## src/rtl/zqc_pkg.sv

```systemverilog
package zqc_pkg;

    localparam int CODE_W   = 4;
    localparam int MIN_CODE = 7;
    localparam int MAX_CODE = 10;
    localparam int WAIT_W   = MAX_CODE + 1;

    typedef enum logic [1:0] {
        ST_IDLE = 2'd0,
        ST_REQ  = 2'd1,
        ST_WAIT = 2'd2
    } zqc_state_e;

    typedef struct packed {
        logic              is_long;
        logic [CODE_W-1:0] code;
    } zqc_seq_t;

    function automatic logic code_reserved(input logic [CODE_W-1:0] c);
        return (int'(c) < MIN_CODE) || (int'(c) > MAX_CODE);
    endfunction

    // Clamp to the legal range, then the code is the log2 of the wait.
    function automatic logic [WAIT_W-1:0] code_to_clocks(input logic [CODE_W-1:0] c);
        int k;
        logic [WAIT_W-1:0] one;
        k = int'(c);
        if (k < MIN_CODE) k = MIN_CODE;
        if (k > MAX_CODE) k = MAX_CODE;
        one = WAIT_W'(1);
        return one << k;
    endfunction

endpackage

```

## src/rtl/zqc_cs_pick.sv

```systemverilog
module zqc_cs_pick #(
    parameter int NUM_CS = 4,
    parameter int IDX_W  = 2
) (
    input  logic [NUM_CS-1:0] mask,
    output logic [IDX_W-1:0]  idx,
    output logic              any
);
    always_comb begin
        idx = '0;
        for (int i = NUM_CS - 1; i >= 0; i--) begin
            if (mask[i]) idx = IDX_W'(i);
        end
        any = |mask;
    end
endmodule

```

## src/rtl/zqc_wait_timer.sv

```systemverilog
module zqc_wait_timer
    import zqc_pkg::*;
(
    input  logic              clk,
    input  logic              rst,
    input  logic              load,
    input  logic [WAIT_W-1:0] load_val,
    output logic              expired
);
    logic [WAIT_W-1:0] cnt;

    always_ff @(posedge clk) begin
        if (rst)             cnt <= '0;
        else if (load)       cnt <= load_val;
        else if (cnt != '0)  cnt <= cnt - 1'b1;
    end

    assign expired = (cnt == '0);
endmodule

```

## src/rtl/zqc_ref_count.sv

```systemverilog
module zqc_ref_count #(
    parameter int LIMIT = 32
) (
    input  logic clk,
    input  logic rst,
    input  logic clr,
    input  logic inc,
    output logic due
);
    localparam int CNT_W = $clog2(LIMIT + 1);
    logic [CNT_W-1:0] cnt;

    assign due = (cnt == CNT_W'(LIMIT));

    always_ff @(posedge clk) begin
        if (rst || clr)       cnt <= '0;
        else if (inc && !due) cnt <= cnt + 1'b1;
    end
endmodule

```

## src/rtl/zq_cal_seq.sv

```systemverilog
module zq_cal_seq
    import zqc_pkg::*;
#(
    parameter int NUM_CS         = 4,
    parameter int REFS_PER_SHORT = 32,
    localparam int CS_IDX_W      = (NUM_CS > 1) ? $clog2(NUM_CS) : 1
) (
    input  logic                clk,
    input  logic                rst,
    input  logic                cfg_zq_en,
    input  logic                cfg_mem_ddr3,
    input  logic [NUM_CS-1:0]   cfg_cs_en,
    input  logic [CODE_W-1:0]   cfg_init_code,
    input  logic [CODE_W-1:0]   cfg_long_code,
    input  logic [CODE_W-1:0]   cfg_short_code,
    input  logic                sr_entry,
    input  logic                sr_exit,
    input  logic                refresh_done,
    input  logic                arb_grant,
    output logic                zq_req,
    output logic                zq_long,
    output logic [CS_IDX_W-1:0] zq_cs,
    output logic                zq_busy,
    output logic                cfg_err
);
    zqc_state_e        state;
    zqc_seq_t          seq;
    logic [NUM_CS-1:0] rem_mask;
    logic [NUM_CS-1:0] rem_next;
    logic              init_pend, long_pend;
    logic              eff_en, idle, long_go, short_go, launch;
    logic              ref_due, ref_clr, ref_inc;
    logic              wait_expired, wait_load;
    logic              pick_any;
    logic [CS_IDX_W-1:0] cur_idx;

    assign eff_en   = cfg_zq_en & cfg_mem_ddr3;
    assign idle     = (state == ST_IDLE);
    assign long_go  = idle & eff_en & (init_pend | long_pend);
    assign short_go = idle & eff_en & ref_due & ~long_go;
    assign launch   = long_go | short_go;
    assign ref_clr  = sr_entry | launch;
    assign ref_inc  = refresh_done & idle & eff_en;
    assign wait_load = (state == ST_REQ) & arb_grant & eff_en;

    zqc_cs_pick #(.NUM_CS(NUM_CS), .IDX_W(CS_IDX_W)) u_pick (
        .mask (rem_mask),
        .idx  (cur_idx),
        .any  (pick_any)
    );

    zqc_wait_timer u_timer (
        .clk      (clk),
        .rst      (rst),
        .load     (wait_load),
        .load_val (code_to_clocks(seq.code) - 1'b1),
        .expired  (wait_expired)
    );

    zqc_ref_count #(.LIMIT(REFS_PER_SHORT)) u_refs (
        .clk (clk),
        .rst (rst),
        .clr (ref_clr),
        .inc (ref_inc),
        .due (ref_due)
    );

    assign rem_next = rem_mask & ~(NUM_CS'(1) << cur_idx);

    always_ff @(posedge clk) begin
        if (rst) begin
            state     <= ST_IDLE;
            seq       <= '0;
            rem_mask  <= '0;
            init_pend <= 1'b1;
            long_pend <= 1'b0;
        end else if (!eff_en) begin
            state     <= ST_IDLE;
            long_pend <= 1'b0;
        end else begin
            if (sr_exit) long_pend <= 1'b1;
            unique case (state)
                ST_IDLE: begin
                    if (launch) begin
                        if (long_go) begin
                            init_pend <= 1'b0;
                            long_pend <= sr_exit;
                            seq.is_long <= 1'b1;
                            seq.code    <= init_pend ? cfg_init_code : cfg_long_code;
                        end else begin
                            seq.is_long <= 1'b0;
                            seq.code    <= cfg_short_code;
                        end
                        rem_mask <= cfg_cs_en;
                        if (|cfg_cs_en) state <= ST_REQ;
                    end
                end
                ST_REQ: begin
                    if (arb_grant) state <= ST_WAIT;
                end
                ST_WAIT: begin
                    if (wait_expired) begin
                        rem_mask <= rem_next;
                        state    <= (|rem_next) ? ST_REQ : ST_IDLE;
                    end
                end
                default: state <= ST_IDLE;
            endcase
        end
    end

    always_ff @(posedge clk) begin
        if (rst) cfg_err <= 1'b0;
        else if (eff_en && (code_reserved(cfg_init_code) ||
                            code_reserved(cfg_long_code) ||
                            code_reserved(cfg_short_code)))
            cfg_err <= 1'b1;
    end

    assign zq_req  = (state == ST_REQ);
    assign zq_long = seq.is_long;
    assign zq_cs   = cur_idx;
    assign zq_busy = !idle;

    assert_off_no_req_R1: assert property (@(posedge clk) disable iff (rst)
        !eff_en |=> !zq_req);

    assert_req_held_R3: assert property (@(posedge clk) disable iff (rst)
        (zq_req && !arb_grant && eff_en) |=>
            (zq_req && $stable(zq_cs) && $stable(zq_long)));

    assert_req_in_busy_R10: assert property (@(posedge clk) disable iff (rst)
        zq_req |-> zq_busy);

    assert_busy_ends_after_wait_R4: assert property (@(posedge clk) disable iff (rst)
        ($fell(zq_busy) && $past(eff_en)) |-> !$past(zq_req));

    assert_err_sticky_R6: assert property (@(posedge clk) disable iff (rst)
        cfg_err |=> cfg_err);

    assert_req_cs_enabled_R11: assert property (@(posedge clk) disable iff (rst)
        (zq_req && $stable(cfg_cs_en) && $past(idle)) |-> cfg_cs_en[zq_cs]);

endmodule

```

## config.mk

```make
export PLATFORM = sky130hd
export DESIGN_NAME = zq_cal_seq
export DESIGN_NICKNAME = d
export VERILOG_FILES = /design/src/rtl/zqc_pkg.sv /design/src/rtl/zqc_cs_pick.sv /design/src/rtl/zqc_wait_timer.sv /design/src/rtl/zqc_ref_count.sv /design/src/rtl/zq_cal_seq.sv
export SDC_FILE = /design/constraint.sdc
export NUM_CORES = 1
export LEC_CHECK = 0
export BUFFER_PORTS_ARGS = -buffer_cell sky130_fd_sc_hd__buf_4
export CAP_MARGIN = 20
export CORE_ASPECT_RATIO = 0.9
export CORE_UTILIZATION = 30
export DETAILED_ROUTE_END_ITERATION = 10
export HOLD_SLACK_MARGIN = 0.03
export PLACE_DENSITY_LB_ADDON = 0.1
export SYNTH_ARGS = -nofsm -noshare
export SYNTH_HDL_FRONTEND = slang
export SYNTH_SLANG_ARGS = --single-unit
```

## constraint.sdc

```tcl
create_clock -name clk -period 2.7 [get_ports clk]
set_clock_uncertainty 0.15 [all_clocks]
set_input_delay 0 -clock clk [delete_from_list [all_inputs] [get_ports clk]]
set_output_delay 0 -clock clk [all_outputs]
set_load 0.02 [all_outputs]
```

==> impl_metrics.yaml <==
outcome:
  run_status: "finished, final reports clean"
sta:
  hold_viol: 0
  max_freq_ghz: 0.4134
  period_needed_ps: 2419
  post-route-period-util_pct: 89.60
  finalMaxSlewViolations: 0
  rsz0062_at_grt: "no"
  fin_tns_setup_ps: 0
  slew_headroom_pct: 59.50
  tightest_slew_ps: 605.2
  setup_ws_ps: 280.8
  setup_viol: 0
cells_and_area:
  drive_gt1_share_pct: 17.69
  num_antenna_cells: 0
  fin_nets: 303
  syn_to_final_growth_pct: 32.72
  fin_util_pct: 42.33
routing:
  drc_errors: 0
  dr.pass1.iters: 6
  num_vias: 1846
  avgViaCountPerCell: 5.320
  ant_nets: 0
  wl_per_cell_um: 13.89
  wl_mm: 4.820
  drt_iter0_markers: 116
synth:
  synth_edf_count: 0
  synthesis.area_sq_um: 1847
  yosysMostFrequentCell: "dfxtp_1"
  synthCells: 225
  syn_nets: 252
  synthFlopType: "dfxtp_1"
  synth_top_area_cell: "dfxtp_1"
  seq_area_frac_synth_pct: 33.60
  synthArstFlopShare_pct: 0
  ys_warn_count: 0
  synthDominantCellAreaShare_pct: 33.60
  synth_cell_types: 52
  synth_commonest_cells: "dfxtp_1 (31), nor2_1 (22), nand2_1 (19)"
  synth_area_leaders: "dfxtp_1 (34%), a311oi_1 (5.2%), a21oi_1 (4.9%)"
  ys_ff_latch: 31
  syn_area_per_cell_sq_um: 8.208
setup_path:
  cp_cell_sequence: "inv_1, ha_1, nand4bb_1, o21ai_1, buf_4, a211o_1, nor2_1, dlygate4sd3_1"
  end_kind: "flip-flop"
  arrival_ps: 2500
  cp.required_ps: 2780
  crit_path_start_kind: "flip-flop"
  slowest_stage: "dlygate4sd3_1"
  critical-path-top-delay-family: "buffers and inverters"
  max_stage_delay_ps: 560
  worst-path-buf-inv: 3
  critPathKind: "flip-flop to flip-flop"
  cp_max_fo: 16
die:
  core_area_sq_um: 5791
  die_y_um: 76.44
  design.portCount: 30
  die-area_sq_um: 6474
  num_rows: 26
  initial_core_util_pct: 31.89
  die_w_um: 84.71
clock_network:
  clock-sinks: 31
  post_cts_buffers: 0
  cts_tree: "built"
  numCtsBuffers: 5
  clock_latency_ps: 280
  clkTransAtPathRegs_ps: 70
  root_buffer: "clkbuf_8"
  clockBufferDepth: 2
  cts_max_level: 2
place:
  gp_congestion: 0.7289
  dpl.hpwl_mm: 3.325
  pre_cts_slack_ps: 516.0
  port_buffers: 29
global_routing:
  grt_max_degree: 23
  grt_overflow_total: 0
  grt_usage_pct: 16.05
  first_global_vias: 1718
  antenna_found_initial: 0
  grt_pass1_wl_mm: 8.204
pwr:
  p_leak_nw: 0.9899
  p_per_area_nw_per_um2: 694.9
  vdd_drop_max_v: 0.0002533
min_path:
  hold_class: "primary input to flip-flop"
flow_run:
  maxCapViolations: 0
[report_power, final]
part / switching (mW) / total, mW / internal [mW]
Clock: 0.180 / 0.361 / 0.181
Combinational: 0.348 / 0.693 / 0.345
Sequential: 0.111 / 0.650 / 0.539
[worst register-to-register path: stages (launching register included)]
cell and delay, ps:
dfxtp_1 350, inv_1 70, ha_1 200, nand4bb_1 210
o21ai_1 90, buf_4 200, a211o_1 400, nor2_1 140
dlygate4sd3_1 560
[layout by cell type (no fill, tap or decap), types with 3 or more instances in the layout]
| cell | synthesis | routed |
|---|---|---|
| dfxtp_1 | 31 | 31 |
| a21oi_1 | 18 | 18 |
| nand3_1 | 4 | 4 |
| buf_4 | 1 | 33 |
| xor2_1 | 4 | 4 |
| or2_2 | 3 | 3 |
| ha_1 | 3 | 3 |
| a311oi_1 | 11 | 11 |
| o21ai_0 | 6 | 6 |
| inv_1 | 11 | 11 |
| a211oi_1 | 5 | 5 |
| nor2b_1 | 5 | 5 |
| o31ai_1 | 5 | 5 |
| mux2i_1 | 3 | 3 |
| nand4b_1 | 3 | 3 |
| nor3_1 | 7 | 7 |
| nand2_1 | 19 | 19 |
| clkbuf_8 | 0 | 5 |
| nand4_1 | 4 | 4 |
| dlygate4sd3_1 | 0 | 25 |
| a31oi_1 | 5 | 5 |
| nor2_1 | 22 | 22 |
[stage by stage]
stage | cells | cell area, sq um | hold WS [ps] | total power, mW
after floorplan | 225 | 1847 | -32.57 | 1.151
after global placement | 314 | 2113 | 55.61 | 1.338
after detailed placement | 314 | 2113 | 63.19 | 1.327
after CTS | 347 | 2445 | 78.23 | 1.716
after global routing | 347 | 2451 | 102.7 | 1.837
final | 347 | 2451 | 79.23 | 1.703
[registers in the layout (all words and copies together) (netlist names)]
name and count:
u_refs.cnt 6, cfg_err 1, rem_mask 4, seq 4
u_timer.cnt 11, zq_long 1, long_pend 1, init_pend 1
state 2
[cells by family (layout without fill, tap and decap cells)]
| logic type | after synthesis | count (layout) | synth area share (%) |
|---|---|---|---|
| and+or+nand+nor | 85 | 85 | 26.69 |
| AOI/OAI and AO/OA | 72 | 72 | 27.24 |
| DFF | 31 | 31 | 33.60 |
| buffers and inverters | 25 | 77 | 5.962 |
| xor gates and xnor gates | 6 | 6 | 2.846 |
| adders and majority gates | 3 | 3 | 2.033 |
| muxes | 3 | 3 | 1.626 |
[final timing paths]
| path | startpoint | slack [ps] | cells past startpoint | end |
|---|---|---|---|---|
| min | cfg_short_code[2] | 80 | 5 | seq[2] |
| max reg2reg | u_refs.cnt[0] | 280 | 8 | u_refs.cnt[2] |
| max | u_refs.cnt[0] | 280 | 8 | u_refs.cnt[2] |
| min reg2reg | cfg_err | 330 | 1 | cfg_err |
[per-layer routing]
metal / routed length (um) / vias up / share of wire [%] / GRT usage [%]
met5: 0 / - / 0 / 0
met4: 78 / 0 / 1.6 / 5.085
met3: 159 / 7 / 3.3 / 4.984
met2: 2052 / 31 / 43 / 23.25
met1: 2530 / 860 / 52 / 22.50
li1: - / 948 / - / -
[final cells by class]
| type | instances | area (sq um) |
|---|---|---|
| clock buffer | 7 | 76.32 |
| clock inverter | 1 | 5.005 |
| fill | 615 | 3339 |
| inverter | 11 | 41.29 |
| multi-input combinational | 169 | 1122 |
| sequential | 31 | 620.6 |
| tap | 70 | 87.58 |
| timing repair buffer | 58 | 498.0 |
[what timing repair did]
action | in CTS | in global routing
hold buffers | 25 | 0
hold endpoints to repair | 22 | 0
endpoints found under the setup margin | 0 | 2
gates resized for setup | 0 | 1
(Power assumes the default switching activity.)
